`config.mk`:
```
export PLATFORM = sky130hd
export DESIGN_NAME = cmd_frame_rx
export DESIGN_NICKNAME = d
export VERILOG_FILES = /design/src/rtl/cmdrx_pkg.sv /design/src/rtl/cmdrx_sync.sv /design/src/rtl/cmdrx_shifter.sv /design/src/rtl/cmdrx_decode.sv /design/src/rtl/cmd_frame_rx.sv
export SDC_FILE = /design/constraint.sdc
export NUM_CORES = 1
export LEC_CHECK = 0
export BUFFER_PORTS_ARGS = -buffer_cell sky130_fd_sc_hd__buf_2
export CAP_MARGIN = 20
export CORE_MARGIN = 8
export CORE_UTILIZATION = 60
export CTS_CLUSTER_SIZE = 25
export DETAILED_ROUTE_END_ITERATION = 8
export MAX_ROUTING_LAYER = met4
export PLACE_DENSITY = 0.8
export SETUP_SLACK_MARGIN = 0.3
export SLEW_MARGIN = 20
export SYNTH_ARGS = -nofsm -noshare
export SYNTH_HDL_FRONTEND = slang
export SYNTH_SLANG_ARGS = --single-unit
```
`constraint.sdc`:
```
create_clock -name clk -period 4.6 [get_ports clk]
set_input_delay 0.23 -clock clk [delete_from_list [all_inputs] [get_ports clk]]
set_output_delay 0.23 -clock clk [all_outputs]
set_load 0.02 [all_outputs]
```
`src/rtl/cmdrx_pkg.sv`:
```
package cmdrx_pkg;
  // trailing control field: reserved, immediate, ext-clock, fill
  localparam int CTRL_W   = 4;
  localparam int RSV_HI   = 3;
  localparam int IMM_BIT  = 2;
  localparam int XCLK_BIT = 1;
  localparam int RSV_LO   = 0;
endpackage

```
`src/rtl/cmdrx_sync.sv`:
```
module cmdrx_sync #(
  parameter int W      = 3,
  parameter int STAGES = 2,
  parameter logic [W-1:0] RST_VAL = '0
) (
  input  logic         clk,
  input  logic         rst,
  input  logic [W-1:0] d_i,
  output logic [W-1:0] q_o
);
  for (genvar b = 0; b < W; b++) begin : g_bit
    logic [STAGES-1:0] chain;
    always_ff @(posedge clk) begin
      if (rst) chain <= {STAGES{RST_VAL[b]}};
      else     chain <= {chain[STAGES-2:0], d_i[b]};
    end
    assign q_o[b] = chain[STAGES-1];
  end
endmodule

```
`src/rtl/cmdrx_shifter.sv`:
```
module cmdrx_shifter #(
  parameter int WORD_W = 24,
  localparam int CNT_W = $clog2(WORD_W)
) (
  input  logic              clk,
  input  logic              rst,
  input  logic              sclk_s,
  input  logic              seln_s,
  input  logic              sdat_s,
  input  logic              busy_i,
  output logic              done_o,
  output logic [WORD_W-1:0] word_o,
  output logic              partial_o,
  output logic              act_o
);
  logic              sclk_q, seln_q;
  logic [CNT_W-1:0]  cnt;
  logic [WORD_W-1:0] shreg;
  logic sel_fall, sel_rise, bit_take;

  assign sel_fall = seln_q & ~seln_s;
  assign sel_rise = ~seln_q & seln_s;
  assign bit_take = sclk_s & ~sclk_q & ~seln_s & ~busy_i;

  always_ff @(posedge clk) begin
    if (rst) begin
      sclk_q    <= 1'b0;
      seln_q    <= 1'b1;
      cnt       <= '0;
      shreg     <= '0;
      done_o    <= 1'b0;
      word_o    <= '0;
      partial_o <= 1'b0;
      act_o     <= 1'b0;
    end else begin
      sclk_q    <= sclk_s;
      seln_q    <= seln_s;
      act_o     <= ~seln_s;
      done_o    <= 1'b0;
      partial_o <= 1'b0;
      if (sel_fall) begin
        cnt   <= '0;
        shreg <= '0;
      end else if (bit_take) begin
        shreg <= {shreg[WORD_W-2:0], sdat_s};
        if (cnt == CNT_W'(WORD_W - 1)) begin
          cnt    <= '0;
          done_o <= 1'b1;
          word_o <= {shreg[WORD_W-2:0], sdat_s};
        end else begin
          cnt <= cnt + 1'b1;
        end
      end else if (sel_rise && cnt != '0 && !busy_i) begin
        partial_o <= 1'b1;
        cnt       <= '0;
      end
    end
  end

  AST_CLR_ON_FALL: assert property (@(posedge clk) disable iff (rst)
    sel_fall |=> (cnt == '0));
  AST_BUSY_QUIET: assert property (@(posedge clk) disable iff (rst)
    busy_i |=> (!done_o && !partial_o));
  AST_CNT_BOUND: assert property (@(posedge clk) disable iff (rst)
    cnt < CNT_W'(WORD_W));
endmodule

```
`src/rtl/cmdrx_decode.sv`:
```
module cmdrx_decode
  import cmdrx_pkg::*;
#(
  parameter int CODE_W = 16,
  parameter int ADDR_W = 4,
  localparam int WORD_W = CODE_W + ADDR_W + CTRL_W
) (
  input  logic              clk,
  input  logic              rst,
  input  logic              done_i,
  input  logic [WORD_W-1:0] word_i,
  input  logic              partial_i,
  input  logic              imm_pin_i,
  input  logic              xclk_pin_i,
  output logic              wr_stb_o,
  output logic [ADDR_W-1:0] wr_addr_o,
  output logic [CODE_W-1:0] wr_code_o,
  output logic              imm_eff_o,
  output logic              xclk_eff_o,
  output logic              err_o
);
  logic rsv_bad, accept, imm_q, xclk_q, imm_nx, xclk_nx;

  assign rsv_bad = word_i[RSV_HI] | word_i[RSV_LO];
  assign accept  = done_i & ~rsv_bad;
  assign imm_nx  = accept ? word_i[IMM_BIT]  : imm_q;
  assign xclk_nx = accept ? word_i[XCLK_BIT] : xclk_q;

  always_ff @(posedge clk) begin
    if (rst) begin
      wr_stb_o   <= 1'b0;
      wr_addr_o  <= '0;
      wr_code_o  <= '0;
      imm_q      <= 1'b0;
      xclk_q     <= 1'b0;
      imm_eff_o  <= 1'b0;
      xclk_eff_o <= 1'b0;
      err_o      <= 1'b0;
    end else begin
      wr_stb_o   <= accept;
      err_o      <= (done_i & rsv_bad) | partial_i;
      imm_q      <= imm_nx;
      xclk_q     <= xclk_nx;
      imm_eff_o  <= imm_pin_i | imm_nx;
      xclk_eff_o <= xclk_pin_i | xclk_nx;
      if (accept) begin
        wr_addr_o <= word_i[CTRL_W +: ADDR_W];
        wr_code_o <= word_i[CTRL_W + ADDR_W +: CODE_W];
      end
    end
  end

  AST_STB_ONE_CYCLE: assert property (@(posedge clk) disable iff (rst)
    wr_stb_o |=> !wr_stb_o);
  AST_STB_NOT_ERR: assert property (@(posedge clk) disable iff (rst)
    !(wr_stb_o && err_o));
  AST_MODE_HOLD: assert property (@(posedge clk) disable iff (rst)
    !accept |=> ($stable(imm_q) && $stable(xclk_q)));
endmodule

```
`src/rtl/cmd_frame_rx.sv`:
```
module cmd_frame_rx
  import cmdrx_pkg::*;
#(
  parameter int CODE_W      = 16,
  parameter int ADDR_W      = 4,
  parameter int SYNC_STAGES = 2
) (
  input  logic              clk,
  input  logic              rst,
  input  logic              ser_clk_i,
  input  logic              ser_sel_n_i,
  input  logic              ser_dat_i,
  input  logic              init_busy_i,
  input  logic              imm_pin_i,
  input  logic              xclk_pin_i,
  output logic              wr_stb_o,
  output logic [ADDR_W-1:0] wr_addr_o,
  output logic [CODE_W-1:0] wr_code_o,
  output logic              imm_eff_o,
  output logic              xclk_eff_o,
  output logic              frame_act_o,
  output logic              err_o
);
  localparam int WORD_W = CODE_W + ADDR_W + CTRL_W;

  logic [2:0]        pins_s;
  logic              done;
  logic              partial;
  logic [WORD_W-1:0] word;

  cmdrx_sync #(.W(3), .STAGES(SYNC_STAGES), .RST_VAL(3'b010)) u_sync (
    .clk(clk), .rst(rst),
    .d_i({ser_clk_i, ser_sel_n_i, ser_dat_i}),
    .q_o(pins_s)
  );

  cmdrx_shifter #(.WORD_W(WORD_W)) u_shift (
    .clk(clk), .rst(rst),
    .sclk_s(pins_s[2]), .seln_s(pins_s[1]), .sdat_s(pins_s[0]),
    .busy_i(init_busy_i),
    .done_o(done), .word_o(word), .partial_o(partial), .act_o(frame_act_o)
  );

  cmdrx_decode #(.CODE_W(CODE_W), .ADDR_W(ADDR_W)) u_dec (
    .clk(clk), .rst(rst),
    .done_i(done), .word_i(word), .partial_i(partial),
    .imm_pin_i(imm_pin_i), .xclk_pin_i(xclk_pin_i),
    .wr_stb_o(wr_stb_o), .wr_addr_o(wr_addr_o), .wr_code_o(wr_code_o),
    .imm_eff_o(imm_eff_o), .xclk_eff_o(xclk_eff_o), .err_o(err_o)
  );

  AST_FRAME_FOLLOWS_SEL: assert property (@(posedge clk) disable iff (rst)
    $past(!rst) && !pins_s[1] |=> frame_act_o);
endmodule

```
### Word-level counts from Yosys, hierarchy flattened

Index checks and enable logic that the tools add are counted.

* add/subtract/negate cells: 1
* reduce and logical (&&, ||, !) cells: 9
* mux-type cells: 7
* equality and inequality tests: 1
* bitwise logic cells: 18

Operators with widths (number)
* two-way mux 5 bit: 3
* AND 1 bit: 7
* NOT 1 bit: 7
* OR reduction 3 bit: 2
* adder 5 x 1 -> 5 bit, second input constant: 1
* == test 5 bit, second input constant: 1
* nonzero test 5 bit: 1
* two-way mux 1 bit: 4
* OR 1 bit: 4
* AND reduction 3 bit: 1
* logical AND 1 bit: 2
* nonzero test 2 bit: 1
* OR reduction 2 bit: 1
* logical NOT 1 bit: 1

* flip-flop bits (word level): 89
* bits of input ports: 8
* word-level logic and storage cells: 55
* output and inout port bits: 25

### Depth between registers and ports, before layout

Gate-level depths: netlist of run 1.

* word-level depth: 6
* gate-level depth with buffers: 5
* mapped depth without buffers: 5

### By module

Synthesis of run 1 repeated with hierarchy kept, for this count alone.

* cell total of the unflattened synthesis: 389
* area total of the unflattened synthesis: 3339.5 um^2

By module, submodules not included
* cmdrx_shifter: times used 1, cells each 264, area each 2255.9 um^2
* cmdrx_decode: times used 1, cells each 110, area each 903.4 um^2
* cmdrx_sync: times used 1, cells each 15, area each 180.2 um^2

### Least setup slack after synthesis of run 1

No wires, ideal clock.

* path type: register to register
* start: register u_sync.g_bit[1].chain[1]
* end: register u_shift.word_o[10]
* period minus slack after synthesis: 1644 ps
* cell stages (with the launch flop): 5
* arrival time: 1572 ps
* library setup time: 72 ps
* path slack: 2956 ps
* path buffers: 1
* data required time: 4528 ps
* path through: dfxtp_1 or4b_4 nor3_4 buf_6 mux2i_1

* longest elaborated chain between the ends: 4
* elaborated cells between the ends (all ways): 6
* those cells by class: 5 x bitwise; 1 x reduce/logical

RTL lines
* from (decl): line cmdrx_sync.sv:12 `logic [STAGES-1:0] chain;`
* from (signal assigned): line cmdrx_sync.sv:14 `if (rst) chain <= {STAGES{RST_VAL[b]}};`
* from (signal assigned): line cmdrx_sync.sv:15 `else chain <= {chain[STAGES-2:0], d_i[b]};`
* NOT 1 bit (*): line cmdrx_shifter.sv:21, cmdrx_shifter.sv:23
* AND 1 bit (on tied branches): line cmdrx_shifter.sv:23, cmdrx_shifter.sv:21
* AND 1 bit / NOT 1 bit (equally long branches)
* AND reduction 3 bit (no source line) (*)
* to (signal assigned): line cmdrx_shifter.sv:49 `word_o <= {shreg[WORD_W-2:0], sdat_s};`
* to (decl): line cmdrx_shifter.sv:12 `output logic [WORD_W-1:0] word_o,`

Mark *: on every way between the ends. The rest lies on a longest branch, timed or not.
A chain may end at the register's enable or synchronous reset.

### Worst setup path after layout of run 1

Same ends and word-level chain as after synthesis.

==> results of run 1 <==
logic make-up (layout without fill, tap and decap cells):
group	count (synthesis)	count (layout)	share of synthesized area [%]
AND/OR/NAND/NOR	146	146	19.8
flip-flops	89	89	54.8
multiplexers	47	47	14.5
AO/OA/AOI/OAI	37	37	6.16
buffers and inverters	29	59	3.96
adder cells (fa/ha/maj)	2	2	0.770
metrics by stage:
stage,cells,util [%]
after floorplan,350,-
after global placement,436,64.1
after detailed placement,436,64.1
after CTS,452,67.9
after global routing,452,67.9
final,452,67.9
how the worst max path moves through the flow:
stage                                  start                 end  slack, ps  cells past startpoint
global placement    u_sync.g_bit[1].chain[1]  u_shift.word_o[12]       2660                      4
floorplan           u_sync.g_bit[1].chain[1]  u_shift.word_o[10]       2960                      4
global route        u_sync.g_bit[1].chain[1]   u_shift.word_o[2]       2440                      4
detailed placement  u_sync.g_bit[1].chain[1]  u_shift.word_o[20]       2600                      4
finish              u_sync.g_bit[1].chain[1]  u_shift.word_o[10]       2570                      4
CTS                 u_sync.g_bit[1].chain[1]  u_shift.word_o[10]       2560                      4
final cells by class:
cell class / count / area, µm²
sequential: 89 / 1780
inverter: 7 / 26.3
tap: 72 / 90.1
multi-input combinational: 232 / 1350
timing repair buffer: 36 / 190
clock inverter: 3 / 65.1
clock buffer: 13 / 139
fill: 430 / 1730
cells in the final DEF (no fill, tap or decap), drive strengths merged:
| master | instances |
|---|---|
| a21boi | 1 |
| a21oi | 30 |
| a311oi | 1 |
| and2 | 1 |
| and4b | 1 |
| buf | 36 |
| bufinv | 2 |
| clkbuf | 13 |
| clkinv | 2 |
| dfxtp | 89 |
| ha | 2 |
| inv | 6 |
| mux2i | 47 |
| nand2 | 98 |
| nand2b | 2 |
| nand3 | 4 |
| nand3b | 1 |
| nand4b | 1 |
| nor2 | 23 |
| nor2b | 5 |
| nor3 | 1 |
| nor3b | 1 |
| nor4 | 2 |
| nor4b | 2 |
| o211ai | 2 |
| o21ai | 2 |
| o32ai | 1 |
| or2 | 2 |
| or3b | 1 |
| or4b | 1 |
power groups by stage:
stage | Clock (mW) | Sequential [mW] | Combinational, mW
5_1_grt | 0.597 | 0.776 | 0.0310
6_report | 0.555 | 0.775 | 0.0277
2_1_floorplan | 0 | 0.795 | 0.0186
3_3_place_gp | 0 | 0.794 | 0.0277
3_5_place_dp | 0 | 0.794 | 0.0282
4_1_cts | 0.563 | 0.776 | 0.0283
critical path, cell delays in order, from the launching register on:
cell	delay, ps
dfxtp_1	350
or4b_4	730
nor3_4	210
buf_4	390
mux2i_1	250
state kept, by name, indices dropped and copies added (netlist names), 4 cells and up:
signal              flops
u_sync.g_bit.chain      6
u_shift.cnt             5
u_shift.shreg          23
u_shift.word_o         24
u_dec.wr_code_o        16
u_dec.wr_addr_o         4
per-layer routing:
metal | wire length [µm] | part of all wire (%)
met5 | 0 | 0
met4 | 119 | 2.1
met3 | 245 | 4.3
met2 | 2700 | 48
met1 | 2570 | 46
==> run_results.csv, run 1 <==
group,metric,value,unit
outcome,status,"finished, final reports clean",
synth,synth-seq-cells,89,
pwr,power_frac_seq,57.1,%
critical_path,r2r-start,"u_sync.g_bit[1].chain[1]",
synth,synth_area,3250,µm²
critical_path,cp-end-kind,"register",
min_path,hold_path_end,"u_sync.g_bit[1].chain[0]",
place,dpl-instance-area,3440,µm²
timing,finalHoldViolations,0,
synth,avgSynthCellArea,9.29,µm²
die,fp.dieW,89.6,µm
die,dieArea,8030,µm²
clock_network,clk_pin_slew,80,ps
drt,vias_per_cell,5.20,
timing,skew,9.69,ps
clock_network,cts_made_buffers,9,
timing,holdWs,63.4,ps
place,post-dp-hpwl,3550,µm
grt,grt_max_degree,52,
pwr,switching_share,20.0,%
grt,grt_first_pass_wirelength,9750,µm
grt,grt-busiest-layer,"met2",
min_path,holdPathStages,2,
critical_path,critPathRequiredTime,4870,ps
min_path,min-delay-start,"ser_sel_n_i",
pwr,power,1.36,mW
die,row_count,27,
place,portBuffers,32,
final_layout,nets,385,
die,start_util,60.5,%
grt,antenna_found_initial,0,
clock_network,cts.path.max_buffers,2,
timing,post-route-min-period,2030,ps
drt,vias,2349,
critical_path,r2r_slack,2570,ps
synth,netlist_top_cells_area,"dfxtp_1, mux2i_1, nand2_1",
drt,wl,5640,µm
synth,async_flop_share,0,%
synth,syn-num-nets,360,
drt,wl_per_cell,12.5,µm
clock_network,cts_setup_buffers,0,
pwr,clock_power_share,40.9,%
clock_network,cts_resized,0,
grt,grt.overflow.total,0,
critical_path,critPathMaxFanout,29,
final_layout,drive_gt1_share,14.5,%
synth,ys.flop_type,"dfxtp_1",
synth,ys_seq_area_share,54.8,%
pwr,p_int,1.09,mW
pwr,combPwrFrac,2.0,%
drt,drtAntennaViolNets,0,
final_layout,syn_to_final_growth,12.1,%
synth,synth_edf_count,0,
synth,syn_inst,350,
grt,grt_use_total,16.3,%
synth,ys_types,30,
drt,drc,0,
final_layout,design_area,3640,µm²
clock_network,worstSkewPairLatency,350,ps
grt,gr-usage-met2,26.9,%
clock_network,cts_tree,"yes",
synth,yosys-top-cells-count,"nand2_1, dfxtp_1, mux2i_1",
critical_path,worst_r2r_path_depth,4,
pwr,p_per_area,373,nW/µm²
timing,period_share,44.0,%
pwr,p_leak,1.29,nW
place,gp_congestion,0.830,
timing,setup_slack,2570,ps
min_path,holdCritPathClass,"input pin to register",
timing,tns,0,ps
critical_path,start_kind,"register",
synth,synth.largest_area_cell,"dfxtp_1",
critical_path,arrival,2300,ps
clock_network,ctsHoldBuffers,0,
synth,synth_warnings,0,
clock_network,htree_levels,3,
die,fp.dieH,89.6,µm
clock_network,cts.sinks,89,
grt,grt_pass1_vias,2230,
job,max_cap_violations,0,
timing,max_slew.worst_pin.slew,916,ps
synth,synth_top_area_share,54.8,%
synth,synthMostInstantiatedCell,"nand2_1",
drt,drt_iter0_drc,125,
timing,fmax,494,MHz
grt,grt_use_met3,4.46,%
critical_path,rr_endpoint,"u_shift.word_o[10]",
pwr,irDropWorstVdd,0.275,mV
timing,relSlewSlack,38.8,%
timing,report.final.slew_viol_count,0,
place,dp_slack,2600,ps
final_layout,n_antenna_cell,0,
pwr,switching_power,0.272,mW
die,pin_count,33,
grt,use_met1,17.4,%
critical_path,path_class,"register to register",
timing,setup_violations,0,
clock_network,root_buffer,"clkbuf_8",
drt,drt-pass1-iter-count,4,
die,core_area,5370,µm²
timing,rsz0062_at_grt,"no",
Power figures use the tool's default switching activity.
==> run 2, diff against run 1 <==
--- a/config.mk
+++ b/config.mk
@@ -8,11 +8,11 @@
 export BUFFER_PORTS_ARGS = -buffer_cell sky130_fd_sc_hd__buf_2
 export CAP_MARGIN = 20
 export CORE_MARGIN = 8
-export CORE_UTILIZATION = 60
+export CORE_UTILIZATION = 57
 export CTS_CLUSTER_SIZE = 25
 export DETAILED_ROUTE_END_ITERATION = 8
 export MAX_ROUTING_LAYER = met4
-export PLACE_DENSITY = 0.8
+export PLACE_DENSITY = 0.76
 export SETUP_SLACK_MARGIN = 0.3
 export SLEW_MARGIN = 20
 export SYNTH_ARGS = -nofsm -noshare
==> constraint.sdc (replaced) <==
create_clock -name clk -period 1.9 [get_ports clk]
set_input_delay 0.095 -clock clk [delete_from_list [all_inputs] [get_ports clk]]
set_output_delay 0.095 -clock clk [all_outputs]
set_load 0.02 [all_outputs]
==> run 2 against run 1 <==
Net effect: critical path type unchanged; largest cell class unchanged; highest routed layer unchanged; register-to-register slack lost 2300 ps; final area grew 2.8%; sequential share of layout area shrank 1.4 points.
==> run_results.csv, run 2 (synthesized netlist as in run 1, its figures left out) <==
group,metric,value,unit
critical_path,path_class,"register to register",
die,start_util,59.0,%
critical_path,arrival,1900,ps
die,row_count,27,
die,fp.dieH,91.5,µm
critical_path,cp-end-kind,"register",
critical_path,worstPathCellList,"or4b_4 > nor3_4 > buf_12 > mux2i_1",
drt,vias_per_cell,5.17,
die,pin_count,33,
final_layout,seq_area,1780,µm²
timing,report.final.slew_viol_count,0,
critical_path,critPathRequiredTime,2160,ps
clock_network,cts_tree,"yes",
place,gp_congestion,0.777,
die,core_area,5510,µm²
timing,relSlewSlack,61.7,%
final_layout,reg.largest.list,"u_shift.word_o x24, u_shift.shreg x23, u_dec.wr_code_o x16",
pwr,switching_share,20.4,%
timing,post-route-min-period,1640,ps
grt,grt_pass1_vias,2324,
pwr,clock_power_share,39.3,%
clock_network,htree_levels,3,
drt,drt-pass1-iter-count,4,
timing,rsz0062_at_grt,"yes",
critical_path,cp_num_buf_inv,1,
critical_path,r2r-start,"u_sync.g_bit[1].chain[1]",
job,max_cap_violations,0,
final_layout,nets,395,
pwr,p_per_area,861,nW/µm²
pwr,switching_power,0.659,mW
clock_network,cts_resized,0,
clock_network,clk_pin_slew,80,ps
critical_path,worst_r2r_path_depth,4,
clock_network,cts_made_buffers,9,
clock_network,root_buffer,"clkbuf_8",
min_path,holdCritPathClass,"input pin to register",
pwr,p_leak,1.34,nW
drt,drtAntennaViolNets,0,
clock_network,cts.sinks,89,
pwr,irDropWorstVdd,0.516,mV
place,dpl-instance-area,3500,µm²
critical_path,r2r_slack,260,ps
outcome,status,"finished, final reports clean",
final_layout,syn_to_final_growth,15.3,%
final_layout,multi_input_area,1350,µm²
timing,period_share,86.1,%
min_path,hold_path_end,"u_shift.partial_o",
final_layout,drive_gt1_share,15.9,%
critical_path,path_delay_family,"simple AND/OR/NAND/NOR gates",
final_layout,layout_commonest_cell,"nand2_1",
grt,antenna_found_initial,0,
final_layout,regMostFlops,"u_shift.word_o",
timing,max_slew.worst_pin.slew,567,ps
timing,skew,8.32,ps
critical_path,slowest_stage,"or4b_4",
place,portBuffers,32,
drt,drc,0,
pwr,p_int,2.57,mW
pwr,power_frac_seq,58.2,%
timing,fmax,611,MHz
place,post-dp-hpwl,3800,µm
final_layout,n_fill_cell,444,
min_path,min-delay-start,"init_busy_i",
grt,grt_use_total,15.1,%
timing,finalHoldViolations,0,
critical_path,critPathMaxFanout,24,
min_path,holdPathStages,3,
die,fp.dieW,91.5,µm
clock_network,cts.path.max_buffers,2,
grt,grt_max_degree,52,
drt,wl_per_cell,13.0,µm
critical_path,rr_endpoint,"u_shift.word_o[11]",
critical_path,critical-path-max-stage-delay,520,ps
timing,setup_violations,0,
final_layout,largest_reg_flops,24,
final_layout,layout_common_cells,"nand2_1, dfxtp_1, mux2i_1",
pwr,combPwrFrac,2.5,%
timing,tns,0,ps
grt,grt_first_pass_wirelength,10200,µm
clock_network,worstSkewPairLatency,340,ps
die,dieArea,8380,µm²
grt,grt.overflow.total,0,
final_layout,n_antenna_cell,0,
final_layout,design_area,3750,µm²
drt,vias,2383,
drt,wl,6000,µm
drt,drt_iter0_drc,151,
critical_path,start_kind,"register",
==> run 2: cell count changes in the layout (fill, tap and decap cells not counted) <==
cell | before | now
buf_12 | 0 | 2
buf_4 | 4 | 7
bufinv_16 | 2 | 1
clkbuf_1 | 4 | 1
clkbuf_8 | 9 | 11
clkinv_2 | 1 | 2
dlygate4sd3_1 | 0 | 5
==> run 2: how the worst max path moves through the flow <==
stage,from,end,slack (ps),depth (start not counted)
detailed placement,u_sync.g_bit[1].chain[1],u_shift.word_o[9],280,4
global placement,u_shift.sclk_q,u_shift.word_o[11],350,4
finish,u_sync.g_bit[1].chain[1],u_shift.word_o[11],260,4
CTS,u_sync.g_bit[1].chain[1],u_shift.word_o[11],250,4
floorplan,u_shift.sclk_q,u_shift.word_o[10],290,4
global route,u_sync.g_bit[1].chain[1],u_shift.word_o[8],210,4
==> run 2: tightest hold or removal path: cells and delay by family <==
family                 cells  cell delay (ps)
AND/OR/NAND/NOR            2              260
buffers and inverters      1              110
==> run 2: metal layers <==
metal | wire length, µm | part of all wire, % | up-vias | GRT usage, %
met4 | 142 | 2.4 | 0 | 9.00
met2 | 2890 | 48 | 45 | 25.2
met3 | 264 | 4.4 | 12 | 3.87
met5 | 0 | 0 | - | -
met1 | 2700 | 45 | 1104 | 15.8
li1 | - | - | 1222 | -
==> run 2: final cells by class <==
type	count	share of cell area [%]
sequential	89	47.5
multi-input combinational	232	36.1
timing repair buffer	46	8.08
clock buffer	12	4.14
tap	72	2.40
clock inverter	3	1.07
inverter	7	0.701
==> run 2: power groups by stage <==
stage | registers [mW] | clock network, mW | logic [mW]
after floorplan | 1.92 | 0 | 0.0450
after global placement | 1.92 | 0 | 0.0723
after detailed placement | 1.92 | 0 | 0.0732
after CTS | 1.88 | 1.30 | 0.0811
after global routing | 1.88 | 1.36 | 0.0886
final | 1.88 | 1.27 | 0.0805
==> run 2: stage by stage <==
stage               worst slack, ps  cells  power, mW  util [%]  hold slack (ps)
floorplan                       285    350       1.97         -              199
finish                          264    461       3.23      68.1              178
global route                    207    461       3.33      68.1              183
CTS                             247    461       3.26      68.1              157
global placement                352    440       1.99      63.5              280
detailed placement              282    440       1.99      63.5              283
==> run 2: timing repair <==
action	CTS	global route
setup endpoints to repair	8	24
gates cloned	0	0
pin swaps	0	0
setup buffers	1	0
hold endpoints to repair	5	0
hold buffers	5	0
==> run 3, diff against run 2 <==
--- a/config.mk
+++ b/config.mk
@@ -5,8 +5,10 @@
 export SDC_FILE = /design/constraint.sdc
 export NUM_CORES = 1
 export LEC_CHECK = 0
+export ABC_AREA = 1
 export BUFFER_PORTS_ARGS = -buffer_cell sky130_fd_sc_hd__buf_2
 export CAP_MARGIN = 20
+export CORE_ASPECT_RATIO = 0.6
 export CORE_MARGIN = 8
 export CORE_UTILIZATION = 57
 export CTS_CLUSTER_SIZE = 25
==> run 3 against run 2 <==
Net effect: non-clock buffer count shrank 4; sequential power is essentially flat; routed wire length grew 7.8%; final cell count rose by 14%; total power up 8.9%; synthesized area shrank 0.50%; critical path type unchanged.
==> run_results.csv, run 3 <==
group,metric,value,unit
synth,synth-seq-cells,89,
final_layout,layout_commonest_cell,"nor2_1",
critical_path,arrival,1760,ps
synth,avgSynthCellArea,7.66,µm²
drt,drt_iter0_drc,128,
critical_path,path_delay_family,"simple AND/OR/NAND/NOR gates",
timing,skew,8.91,ps
critical_path,r2r_slack,390,ps
timing,finalHoldViolations,0,
critical_path,r2r-start,"u_shift.cnt[0]",
die,start_util,58.6,%
synth,synth_area,3230,µm²
place,portBuffers,32,
clock_network,htree_levels,3,
clock_network,root_buffer,"clkbuf_8",
pwr,clock_power_share,43.2,%
critical_path,cp_num_buf_inv,1,
synth,syn-num-nets,432,
final_layout,n_fill_cell,450,
synth,async_flop_share,0,%
pwr,irDropWorstVdd,0.505,mV
synth,synth_edf_count,0,
drt,wl_per_cell,12.3,µm
final_layout,multi_input_area,1180,µm²
final_layout,layout_common_cells,"nor2_1, dfxtp_1, nand2_1",
final_layout,seq_area,1780,µm²
drt,vias,2619,
timing,setup_violations,0,
critical_path,slowest_stage,"dfxtp_1",
drt,vias_per_cell,4.97,
final_layout,largest_reg_flops,24,
synth,ys_seq_area_share,55.1,%
pwr,switching_power,0.725,mW
critical_path,start_kind,"register",
timing,rsz0062_at_grt,"yes",
critical_path,cpMostUsedCell,"nand2_1",
final_layout,n_antenna_cell,0,
final_layout,final_cells,527,
final_layout,syn_to_final_growth,15.9,%
min_path,min-delay-start,"rst",
grt,grt.overflow.total,0,
critical_path,critical-path-max-stage-delay,410,ps
pwr,combPwrFrac,3.2,%
pwr,p_int,2.79,mW
drt,wl,6460,µm
synth,ys_types,22,
clock_network,clk_pin_slew,90,ps
clock_network,cts.sinks,89,
place,dp.cells,504,
critical_path,worstPathCellList,"ha_2 > nand4_2 > nor2_4 > buf_12 > nand2_1 > nand2_1 > nor2_1",
timing,post-route-min-period,1510,ps
die,row_count,21,
synth,syn_inst,422,
timing,max_slew.worst_pin.slew,648,ps
final_layout,nets,463,
timing,holdWs,81.4,ps
synth,synth.largest_area_cell,"dfxtp_1",
critical_path,critPathRequiredTime,2150,ps
min_path,hold_path_end,"u_shift.sclk_q",
grt,grt_max_degree,54,
min_path,holdPathStages,2,
pwr,p_leak,1.56,nW
grt,grt_use_total,15.6,%
clock_network,cts_setup_buffers,0,
timing,fmax,661,MHz
place,gp_congestion,0.812,
final_layout,reg.largest.list,"u_shift.word_o x24, u_shift.shreg x23, u_dec.wr_code_o x16",
critical_path,cp-end-kind,"register",
pwr,switching_share,20.6,%
timing,report.final.slew_viol_count,0,
pwr,power_frac_seq,53.5,%
clock_network,worstSkewPairLatency,350,ps
grt,grt_first_pass_wirelength,10100,µm
grt,grt_pass1_vias,2349,
synth,ys.flop_type,"dfxtp_1",
timing,tns,0,ps
critical_path,critPathMaxFanout,24,
die,fp.dieH,74.4,µm
final_layout,drive_gt1_share,14.6,%
drt,drt-pass1-iter-count,4,
final_layout,regMostFlops,"u_shift.word_o",
min_path,holdCritPathClass,"input pin to register",
grt,antenna_found_initial,0,
die,dieArea,8420,µm²
job,max_cap_violations,0,
critical_path,worst_r2r_path_depth,7,
synth,synth_warnings,0,
die,fp.dieW,113,µm
drt,drtAntennaViolNets,0,
drt,drc,0,
synth,synth_top_area_share,55.1,%
timing,relSlewSlack,56.8,%
clock_network,cts_tree,"yes",
outcome,status,"finished, final reports clean",
pwr,p_per_area,938,nW/µm²
die,pin_count,33,
clock_network,cts_made_buffers,9,
critical_path,rr_endpoint,"u_shift.word_o[13]",
clock_network,cts.path.max_buffers,2,
critical_path,path_class,"register to register",
synth,yosys-top-cells-count,"nor2_1, dfxtp_1, nand2_1",
place,post-dp-hpwl,3680,µm
die,core_area,5520,µm²
timing,period_share,79.6,%
synth,netlist_top_cells_area,"dfxtp_1, nor2_1, o21ai_0",
synth,synthMostInstantiatedCell,"nor2_1",
[run 3: cell types whose count changed after synthesis, moves of 4 or more]
cell / before / now
nand2_1: 98 / 61
nor2b_1: 5 / 0
clkbuf_1: 16 / 8
nor2_1: 23 / 106
o21ai_0: 2 / 49
mux2i_1: 47 / 0
nand3_1: 4 / 8
inv_1: 6 / 42
buf_2: 4 / 10
[run 3: repair_timing]
action,4_1_cts,5_1_grt
hold buffers,5,0
setup endpoints to repair,0,31
resized for setup,0,5
endpoints found under the hold margin,5,0
[run 3: stage by stage]
stage / util, % / setup WS [ps] / total power [mW] / area [µm²]
global placement: 61.7 / 478 / 2.02 / 3410
global route: 67.9 / 260 / 3.65 / 3750
finish: 67.9 / 387 / 3.51 / 3750
CTS: 67.1 / 347 / 3.54 / 3700
floorplan: - / 605 / 2.00 / 3230
detailed placement: 61.7 / 396 / 2.02 / 3410
[run 3: how the worst max path moves through the flow]
| stage | from | endpoint | slack (ps) | cells after the start |
|---|---|---|---|---|
| floorplan | u_shift.cnt[1] | u_shift.word_o[17] | 610 | 7 |
| global placement | u_shift.cnt[1] | u_shift.word_o[7] | 480 | 7 |
| detailed placement | u_shift.cnt[1] | u_shift.word_o[5] | 400 | 7 |
| CTS | u_shift.cnt[1] | u_shift.word_o[9] | 350 | 7 |
| global route | u_sync.g_bit[1].chain[1] | u_shift.cnt[0] | 260 | 6 |
| finish | u_shift.cnt[0] | u_shift.word_o[13] | 390 | 7 |
[run 3: kinds of logic after synthesis]
logic type      Yosys count  synth area share, %
compound gates           80                 12.6
fa+ha+maj                 2                0.774
buf+inv                  66                 8.74
simple gates            185                 22.8
flops                    89                 55.1
[run 3: cell type report]
type	count	share of cell area (%)
Sequential cell	89	47.6
Tap cell	69	2.30
Timing Repair inverter	1	0.200
Clock buffer	9	3.31
Clock inverter	7	3.17
Inverter	43	4.41
Timing Repair Buffer	42	7.41
Multi-Input combinational cell	267	31.6
[run 3: layer usage]
layer | track usage [%] | routed length, µm | share of wire (%)
met4 | 4.84 | 74 | 1.1
met1 | 16.2 | 2970 | 46
met5 | - | 0 | 0
met2 | 27.2 | 3140 | 49
met3 | 6.08 | 281 | 4.3
[run 3: power groups by stage]
stage | combinational [mW] | clock [mW] | sequential, mW
after CTS | 0.107 | 1.55 | 1.88
after detailed placement | 0.0978 | 0 | 1.92
after global routing | 0.130 | 1.64 | 1.88
after floorplan | 0.0703 | 0 | 1.93
final | 0.113 | 1.52 | 1.88
after global placement | 0.0955 | 0 | 1.92
